## src/rtl/tdc_seq_pkg.sv

```systemverilog
package tdc_seq_pkg;
  localparam int OUT_W  = 32;
  localparam int GTC_W  = 16;
  localparam int BCID_W = 32;
  localparam int LEN_W  = 16;
  localparam int CHI_W  = 8;

  localparam logic [7:0] EVT_TAG = 8'hE0;
  localparam logic [7:0] CH_TAG  = 8'hC0;

  typedef enum logic [2:0] {
    S_IDLE, S_TRIG, S_CLEAR, S_EVT0, S_EVT1, S_SCAN, S_CHDR, S_DATA
  } seqState_t;

  typedef enum logic [1:0] {W_EVT0, W_EVT1, W_CHDR, W_DATA} wordSel_t;

  typedef struct packed {
    logic             capture;
    logic             clearAll;
    logic             pop;
    wordSel_t         wordSel;
    logic [CHI_W-1:0] chSel;
    logic [LEN_W-1:0] pktLen;
  } seqStrobe_t;
endpackage

```

## src/rtl/tdc_chan_fifo.sv

```systemverilog
module tdc_chan_fifo #(
  parameter int DATA_W = 16,
  parameter int DEPTH  = 32
) (
  input  logic                        clk,
  input  logic                        rstN,
  input  logic                        clr,
  input  logic                        wrEn,
  input  logic [DATA_W-1:0]           wrData,
  input  logic                        pop,
  output logic [DATA_W-1:0]           head,
  output logic [$clog2(DEPTH+1)-1:0]  level
);
  localparam int AW = $clog2(DEPTH);
  localparam int CW = $clog2(DEPTH+1);

  logic [DATA_W-1:0] mem [DEPTH];
  logic [AW-1:0] rdPtr, wrPtr;
  logic [CW-1:0] cnt;
  logic full, doWr, doRd;

  assign full = (cnt == CW'(DEPTH));
  assign doWr = wrEn && !full && !clr;
  assign doRd = pop && (cnt != '0) && !clr;

  always_ff @(posedge clk or negedge rstN) begin
    if (!rstN) begin
      rdPtr <= '0;
      wrPtr <= '0;
      cnt   <= '0;
    end else if (clr) begin
      rdPtr <= '0;
      wrPtr <= '0;
      cnt   <= '0;
    end else begin
      if (doWr) wrPtr <= (wrPtr == AW'(DEPTH-1)) ? '0 : wrPtr + AW'(1);
      if (doRd) rdPtr <= (rdPtr == AW'(DEPTH-1)) ? '0 : rdPtr + AW'(1);
      cnt <= cnt + CW'(doWr) - CW'(doRd);
    end
  end

  always_ff @(posedge clk) begin
    if (doWr) mem[wrPtr] <= wrData;
  end

  assign head  = mem[rdPtr];
  assign level = cnt;


  clear_empties_chk: assert property (@(posedge clk) disable iff (!rstN)
    clr |=> (level == '0));


  full_drop_chk: assert property (@(posedge clk) disable iff (!rstN)
    (level == CW'(DEPTH) && wrEn && !pop && !clr) |=> (level == CW'(DEPTH)));
endmodule

```

## src/rtl/tdc_seq_datapath.sv

```systemverilog
module tdc_seq_datapath
  import tdc_seq_pkg::*;
#(
  parameter int NUM_CH     = 4,
  parameter int DATA_W     = 16,
  parameter int FIFO_DEPTH = 32,
  parameter int AF_LEVEL   = 25,
  parameter int TICK_DIV   = 25
) (
  input  logic                     clk,
  input  logic                     rstN,
  input  logic [NUM_CH-1:0]        wrEn,
  input  logic [NUM_CH*DATA_W-1:0] wrData,
  input  seqStrobe_t               strb,
  output logic [LEN_W-1:0]         selLevel,
  output logic                     trigEmpty,
  output logic                     anyAlmostFull,
  output logic [OUT_W-1:0]         outData
);
  localparam int CW    = $clog2(FIFO_DEPTH+1);
  localparam int CHS_W = (NUM_CH > 1) ? $clog2(NUM_CH) : 1;
  localparam int TW    = (TICK_DIV > 1) ? $clog2(TICK_DIV) : 1;

  logic [DATA_W-1:0] heads [NUM_CH];
  logic [CW-1:0]     lvl   [NUM_CH];
  logic [NUM_CH-1:0] afVec;
  logic [CHS_W-1:0]  selIdx;

  assign selIdx = strb.chSel[CHS_W-1:0];

  for (genvar g = 0; g < NUM_CH; g++) begin : gChan
    logic popG;
    assign popG = strb.pop && (strb.chSel == CHI_W'(g));
    tdc_chan_fifo #(.DATA_W(DATA_W), .DEPTH(FIFO_DEPTH)) uFifo (
      .clk    (clk),
      .rstN   (rstN),
      .clr    (strb.clearAll),
      .wrEn   (wrEn[g]),
      .wrData (wrData[g*DATA_W +: DATA_W]),
      .pop    (popG),
      .head   (heads[g]),
      .level  (lvl[g])
    );
    assign afVec[g] = (lvl[g] >= CW'(AF_LEVEL));
  end

  assign anyAlmostFull = |afVec;
  assign trigEmpty     = (lvl[0] == '0);
  assign selLevel      = LEN_W'(lvl[selIdx]);

  logic [TW-1:0]     tick;
  logic [BCID_W-1:0] bcid, bcidCap;
  logic [GTC_W-1:0]  gtc, gtcCap;

  always_ff @(posedge clk or negedge rstN) begin
    if (!rstN) begin
      tick    <= '0;
      bcid    <= '0;
      gtc     <= '0;
      gtcCap  <= '0;
      bcidCap <= '0;
    end else begin
      if (tick == TW'(TICK_DIV-1)) begin
        tick <= '0;
        bcid <= bcid + BCID_W'(1);
      end else begin
        tick <= tick + TW'(1);
      end
      if (strb.capture) begin
        gtcCap  <= gtc;
        bcidCap <= bcid;
        gtc     <= gtc + GTC_W'(1);
      end
    end
  end

  always_comb begin
    case (strb.wordSel)
      W_EVT0:  outData = {EVT_TAG, 8'h00, gtcCap};
      W_EVT1:  outData = bcidCap;
      W_CHDR:  outData = {CH_TAG, strb.chSel, strb.pktLen};
      default: outData = {{(OUT_W-DATA_W){1'b0}}, heads[selIdx]};
    endcase
  end


  gtc_step_chk: assert property (@(posedge clk) disable iff (!rstN)
    !$stable(gtc) |-> $past(strb.capture));
endmodule

```

## src/rtl/tdc_seq_ctrl.sv

```systemverilog
module tdc_seq_ctrl
  import tdc_seq_pkg::*;
#(
  parameter int NUM_CH = 4
) (
  input  logic             clk,
  input  logic             rstN,
  input  logic             windowEnd,
  input  logic             trigMode,
  input  logic             outReady,
  input  logic [LEN_W-1:0] selLevel,
  input  logic             trigEmpty,
  output seqStrobe_t       strb,
  output logic             outValid,
  output logic             outLast,
  output logic             inTransfer
);
  seqState_t        state;
  logic [CHI_W-1:0] chIdx;
  logic [LEN_W-1:0] remLen;
  logic             wePrev, weRise, lastCh;

  assign weRise = windowEnd && !wePrev;
  assign lastCh = (chIdx == CHI_W'(NUM_CH-1));

  always_comb begin
    strb          = '0;
    strb.wordSel  = W_DATA;
    strb.chSel    = chIdx;
    strb.pktLen   = remLen;
    case (state)
      S_IDLE:  strb.capture  = weRise;
      S_CLEAR: strb.clearAll = 1'b1;
      S_EVT0:  strb.wordSel  = W_EVT0;
      S_EVT1:  strb.wordSel  = W_EVT1;
      S_CHDR:  strb.wordSel  = W_CHDR;
      S_DATA:  strb.pop      = outReady;
      default: ;
    endcase
  end

  assign outValid   = (state == S_EVT0) || (state == S_EVT1) ||
                      (state == S_CHDR) || (state == S_DATA);
  assign outLast    = (state == S_EVT1) ||
                      ((state == S_DATA) && (remLen == LEN_W'(1)));
  assign inTransfer = (state != S_IDLE);

  always_ff @(posedge clk or negedge rstN) begin
    if (!rstN) begin
      state  <= S_IDLE;
      chIdx  <= '0;
      remLen <= '0;
      wePrev <= 1'b0;
    end else begin
      wePrev <= windowEnd;
      case (state)
        S_IDLE: if (weRise) begin
          chIdx <= '0;
          state <= trigMode ? S_TRIG : S_EVT0;
        end
        S_TRIG:  state <= trigEmpty ? S_CLEAR : S_EVT0;
        S_CLEAR: state <= S_IDLE;
        S_EVT0:  if (outReady) state <= S_EVT1;
        S_EVT1:  if (outReady) state <= S_SCAN;
        S_SCAN: begin
          if (selLevel == '0) begin
            if (lastCh) state <= S_IDLE;
            else chIdx <= chIdx + CHI_W'(1);
          end else begin
            remLen <= selLevel;
            state  <= S_CHDR;
          end
        end
        S_CHDR: if (outReady) state <= S_DATA;
        S_DATA: if (outReady) begin
          remLen <= remLen - LEN_W'(1);
          if (remLen == LEN_W'(1)) begin
            if (lastCh) state <= S_IDLE;
            else begin
              chIdx <= chIdx + CHI_W'(1);
              state <= S_SCAN;
            end
          end
        end
        default: state <= S_IDLE;
      endcase
    end
  end


  scan_order_chk: assert property (@(posedge clk) disable iff (!rstN)
    (state != S_IDLE && $past(state) != S_IDLE) |-> (chIdx >= $past(chIdx)));
endmodule

```

## src/rtl/tdc_readout_seq.sv

```systemverilog
module tdc_readout_seq
  import tdc_seq_pkg::*;
#(
  parameter int NUM_CH     = 4,
  parameter int DATA_W     = 16,
  parameter int FIFO_DEPTH = 32,
  parameter int AF_LEVEL   = 25,
  parameter int TICK_DIV   = 25
) (
  input  logic                     clk,
  input  logic                     rstN,
  input  logic [NUM_CH-1:0]        wrEn,
  input  logic [NUM_CH*DATA_W-1:0] wrData,
  input  logic                     windowEnd,
  input  logic                     trigMode,
  output logic                     busy,
  output logic                     outValid,
  input  logic                     outReady,
  output logic [31:0]              outData,
  output logic                     outLast
);
  seqStrobe_t       strb;
  logic [LEN_W-1:0] selLevel;
  logic             trigEmpty, anyAlmostFull, inTransfer;

  tdc_seq_ctrl #(.NUM_CH(NUM_CH)) uCtrl (
    .clk        (clk),
    .rstN       (rstN),
    .windowEnd  (windowEnd),
    .trigMode   (trigMode),
    .outReady   (outReady),
    .selLevel   (selLevel),
    .trigEmpty  (trigEmpty),
    .strb       (strb),
    .outValid   (outValid),
    .outLast    (outLast),
    .inTransfer (inTransfer)
  );

  tdc_seq_datapath #(
    .NUM_CH(NUM_CH), .DATA_W(DATA_W), .FIFO_DEPTH(FIFO_DEPTH),
    .AF_LEVEL(AF_LEVEL), .TICK_DIV(TICK_DIV)
  ) uData (
    .clk           (clk),
    .rstN          (rstN),
    .wrEn          (wrEn),
    .wrData        (wrData),
    .strb          (strb),
    .selLevel      (selLevel),
    .trigEmpty     (trigEmpty),
    .anyAlmostFull (anyAlmostFull),
    .outData       (outData)
  );

  assign busy = inTransfer || anyAlmostFull;


  stall_hold_chk: assert property (@(posedge clk) disable iff (!rstN)
    (outValid && !outReady) |=> (outValid && $stable(outData) && $stable(outLast)));


  busy_cover_chk: assert property (@(posedge clk) disable iff (!rstN)
    outValid |-> busy);
endmodule

```

## config.mk

```make
export PLATFORM = sky130hd
export DESIGN_NAME = tdc_readout_seq
export DESIGN_NICKNAME = d
export VERILOG_FILES = /design/src/rtl/tdc_seq_pkg.sv /design/src/rtl/tdc_chan_fifo.sv /design/src/rtl/tdc_seq_datapath.sv /design/src/rtl/tdc_seq_ctrl.sv /design/src/rtl/tdc_readout_seq.sv
export SDC_FILE = /design/constraint.sdc
export NUM_CORES = 2
export LEC_CHECK = 0
export BUFFER_PORTS_ARGS = -buffer_cell sky130_fd_sc_hd__buf_4
export CORE_AREA = 2 2 535 430
export CTS_CLUSTER_DIAMETER = 30
export DETAILED_ROUTE_END_ITERATION = 10
export DIE_AREA = 0 0 537 432
export GPL_TIMING_DRIVEN = 0
export MAX_ROUTING_LAYER = met4
export RECOVER_POWER = 100
export SYNTH_ARGS = -nofsm -noshare
export SYNTH_HDL_FRONTEND = slang
export SYNTH_SLANG_ARGS = --single-unit
```

## constraint.sdc

```tcl
create_clock -name clk -period 4.6 [get_ports clk]
set_input_delay 0.69 -clock clk [delete_from_list [all_inputs] [get_ports clk]]
set_output_delay 0.69 -clock clk [all_outputs]
set_load 0.05 [all_outputs]
```

==> results by group <==
Outcome
  – Outcome: complete, but fails checks
  – Failing checks: max-capacitance violations, max-slew violations, negative setup slack

Global routing
  – First-pass GRT wire length: 362,000 um
  – Vias in the first global route: 50,833
  – Initial antenna violation count: 11
  – GRT Total Usage: 22.1%
  – Grt ovf: 0
  – Largest net degree at the start of global routing: 106

Power
  – Combinational power share: 24.9%
  – Switching Share: 30.6%
  – Switch Pwr: 22.2 mW
  – Pwr Density: 649 nW/um^2
  – Pint: 50.5 mW
  – Sequential group share of total power: 33.3%
  – Leakage: 37.3 nW
  – Pwr Total: 72.8 mW
  – VDD IR max: 0.637 mV
  – Clock power share: 41.8%

Synth
  – #FFs+latches synth: 2,241
  – Synth area leaders: edfxtp_1 68%, mux4_2 9.0%, dfrtp_1 5.3%
  – Post-Syn Area: 90,300 sq um
  – Post-synth top area share: 68.1%
  – Ys flop type: edfxtp_1
  – Most frequent cell after synthesis: edfxtp_1
  – Syn_area_per_cell: 18.1 sq um
  – EDFF count, synth: 2,048
  – Post-Syn Instances: 4,998
  – Post-synthesis async set-or-reset flop share: 8.61%
  – Post-synthesis sequential area ratio: 73.5%
  – Syn_nets: 5,161
  – Post-synth top cells: 2,048 x edfxtp_1, 359 x mux4_2, 337 x mux2i_1
  – Leading area contributor after synthesis: edfxtp_1
  – Netlist cell types: 76
  – Yosys warns: 0

Timing
  – RSZ-0062 raised after global routing: yes
  – # setup viols final: 2
  – Hold slack: 0.100 ns
  – Fin crit period: 4.65 ns
  – Slew Viols, Final: 1,473
  – Fmax: 0.215 GHz
  – Final Skew: 0.0785 ns
  – Fin Setup TNS: -0.0588 ns
  – Final setup margin: -0.0505 ns
  – Final Hold Vio Count: 0
  – Slew @ Worst Pin: 2.52 ns
  – Slew headroom: -67.8%
  – Period Utilization, post-route: 101%

Floorplan
  – Core area: 227,000 sq um
  – Ports: 108
  – Die height: 432 um
  – Row count: 157
  – Die area: 232,000 sq um
  – Die span in x: 537 um
  – Initial Utilization: 39.7%

Cells and area
  – Register Area: 66,300 sq um
  – Footprint of the multi-input gates: 23,800 sq um
  – Number of fill cells: 18,625
  – Fin area: 112,000 sq um
  – Area delta synth->final: 24.1%
  – Proportion of layout cells with a drive suffix above 1: 26.1%
  – Fin nets: 5,862

Run
  – Max-cap violations: 46

Detailed routing
  – Via count: 51,582
  – DR iter-0 viols: 6,825
  – Pre-Repair DR Iteration Count: 6
  – Vias/cell: 5.69
  – Routed wire length: 253,000 um
  – Residual DRC: 0
  – Routed len/inst: 27.9 um
  – Antenna-violating nets left: 0

Placed design
  – Placer Congestion: 0.914
  – Dpl cell area: 97,500 sq um
  – Hpwl dp: 167,000 um
  – Pre-CTS WS: -0.901 ns
  – IO Port Bufs: 107

Setup path
  – Critical path cell sequence: buf_12 > buf_16 > buf_12 > mux4_2 > a221oi_4 > o22ai_4 > nor4_4 > a211oi_4 > buf_6
  – Type of the worst setup path: flip-flop to output pin
  – Worst Setup End Kind: output pin
  – Worst Path Max Fanout: 10
  – CP most frequent cell: buf_12
  – Slowest-stage cell, CP: mux4_2
  – Critical Path AT: 3.96 ns
  – Reg-to-reg slack, setup: 0.53 ns
  – CP Launch Type: flip-flop
  – CP delay by family, top: compound AO/OA/AOI/OAI gates
  – CP required: 3.91 ns
  – Delay of the slowest critical-path stage: 0.56 ns
  – Worst path bufs/invs: 4

Clocking
  – CTS buffer count: 402
  – Clock Path Buffers: 4
  – Worst-Skew Late Latency: 0.90 ns
  – Clk pin slew, worst setup/hold paths: 0.05 ns
  – Clk sinks: 2,241
  – H-tree Lvls: 5
  – CTS tree: done
  – Root Driver: clkbuf_16

Hold path
  – Hold WC Path Type: input port to flip-flop
==> power groups by stage <==
stage          clock network [mW]  logic (mW)  registers [mW]
2_1_floorplan                   0        9.97            24.3
3_3_place_gp                    0        15.6            24.5
3_5_place_dp                    0        16.2            24.5
4_1_cts                      30.8        17.8            24.2
5_1_grt                      31.7        18.9            24.3
6_report                     30.4        18.1            24.2
==> area by class of cell <==
cell class	instances	share of cell area [%]
Antenna cell	7	0.0156
Buffer	257	1.88
Clock buffer	453	9.38
Clock inverter	294	3.18
Inverter	77	0.262
Multi-Input combinational cell	2416	21.2
Sequential cell	2241	59.2
Tap cell	3021	3.37
Timing Repair Buffer	304	1.46
==> metal layers <==
metal | wire (um) | part of all wire [%] | track usage [%]
met2 | 114000 | 45 | 32.0
met4 | 8220 | 3.3 | 7.03
met3 | 22800 | 9.0 | 4.93
met1 | 108000 | 43 | 31.2
met5 | 0 | 0 | -
==> worst min-delay path, stage by stage <==
cell and delay, ns:
buf_4 0.12, nand3_1 0.06, a21oi_1 0.06
==> cells by family (layout without fill, tap and decap cells) <==
family	after synthesis	count (layout)	share of synthesized area, %
DFF	2241	2241	73.5
and+or+nand+nor	890	890	4.52
muxes	742	742	13.3
AOI/OAI and AO/OA	618	618	4.86
buffers and inverters	341	1385	1.88
adders and majority gates	90	90	1.28
xor gates and xnor gates	76	76	0.737
other	0	7	0
==> stage by stage <==
step	utilization [%]	std cells
after floorplan	-	4998
after global placement	41.7	8126
after detailed placement	42.9	8255
after CTS	49.9	9018
after global routing	49.3	9068
final	49.3	9070
==> registers in the layout (all words and copies together) (netlist names), 5 cells and up <==
register / flops
uData.bcidCap: 32
uData.tick: 5
uCtrl.chIdx: 8
uData.gChan.uFifo.rdPtr: 20
uData.bcid: 32
uData.gChan.uFifo.wrPtr: 20
uData.gtc: 16
uData.gChan.uFifo.level: 24
uCtrl.remLen: 16
uData.gtcCap: 16
uData.gChan.uFifo.mem: 2048
==> path summary, 6_finish.rpt <==
path                                               startpoint                               to  cells after the start
worst max-delay path            uData.gChan[1].uFifo.rdPtr[0]                       outData[6]                      9
worst min-delay path                                  wrEn[3]    uData.gChan[3].uFifo.wrPtr[1]                      3
worst max register to register                 uCtrl.state[1]  uData.gChan[0].uFifo.mem[22][3]                      8
worst min register to register              uData.bcidCap[25]                uData.bcidCap[25]                      2
max in group asynchronous                                rstN    uData.gChan[3].uFifo.rdPtr[3]                      3
min in group asynchronous                                rstN                     uData.gtc[6]                      2
==> cell usage in the layout, fill, tap and decap left out, drive strengths merged, types with 61 or more instances in the layout <==
cell type	instances
mux4	359
a21oi	118
nand2	329
clkinv	146
ha	86
o221ai	133
edfxtp	2048
nor2	292
mux2i	337
o21ai	102
clkbuf	784
dfrtp	193
buf	227
o22ai	89
bufinv	61
inv	119
nand3	64
==> repair_timing <==
action	CTS	global route
endpoints found under the setup margin	16	21
endpoints found under the hold margin	89	0
pin swaps	42	36
hold buffers	2	0
gates cloned	0	4
buffers inserted	20	42
gates resized for setup	424	133
Power figures use the tool's default switching activity.
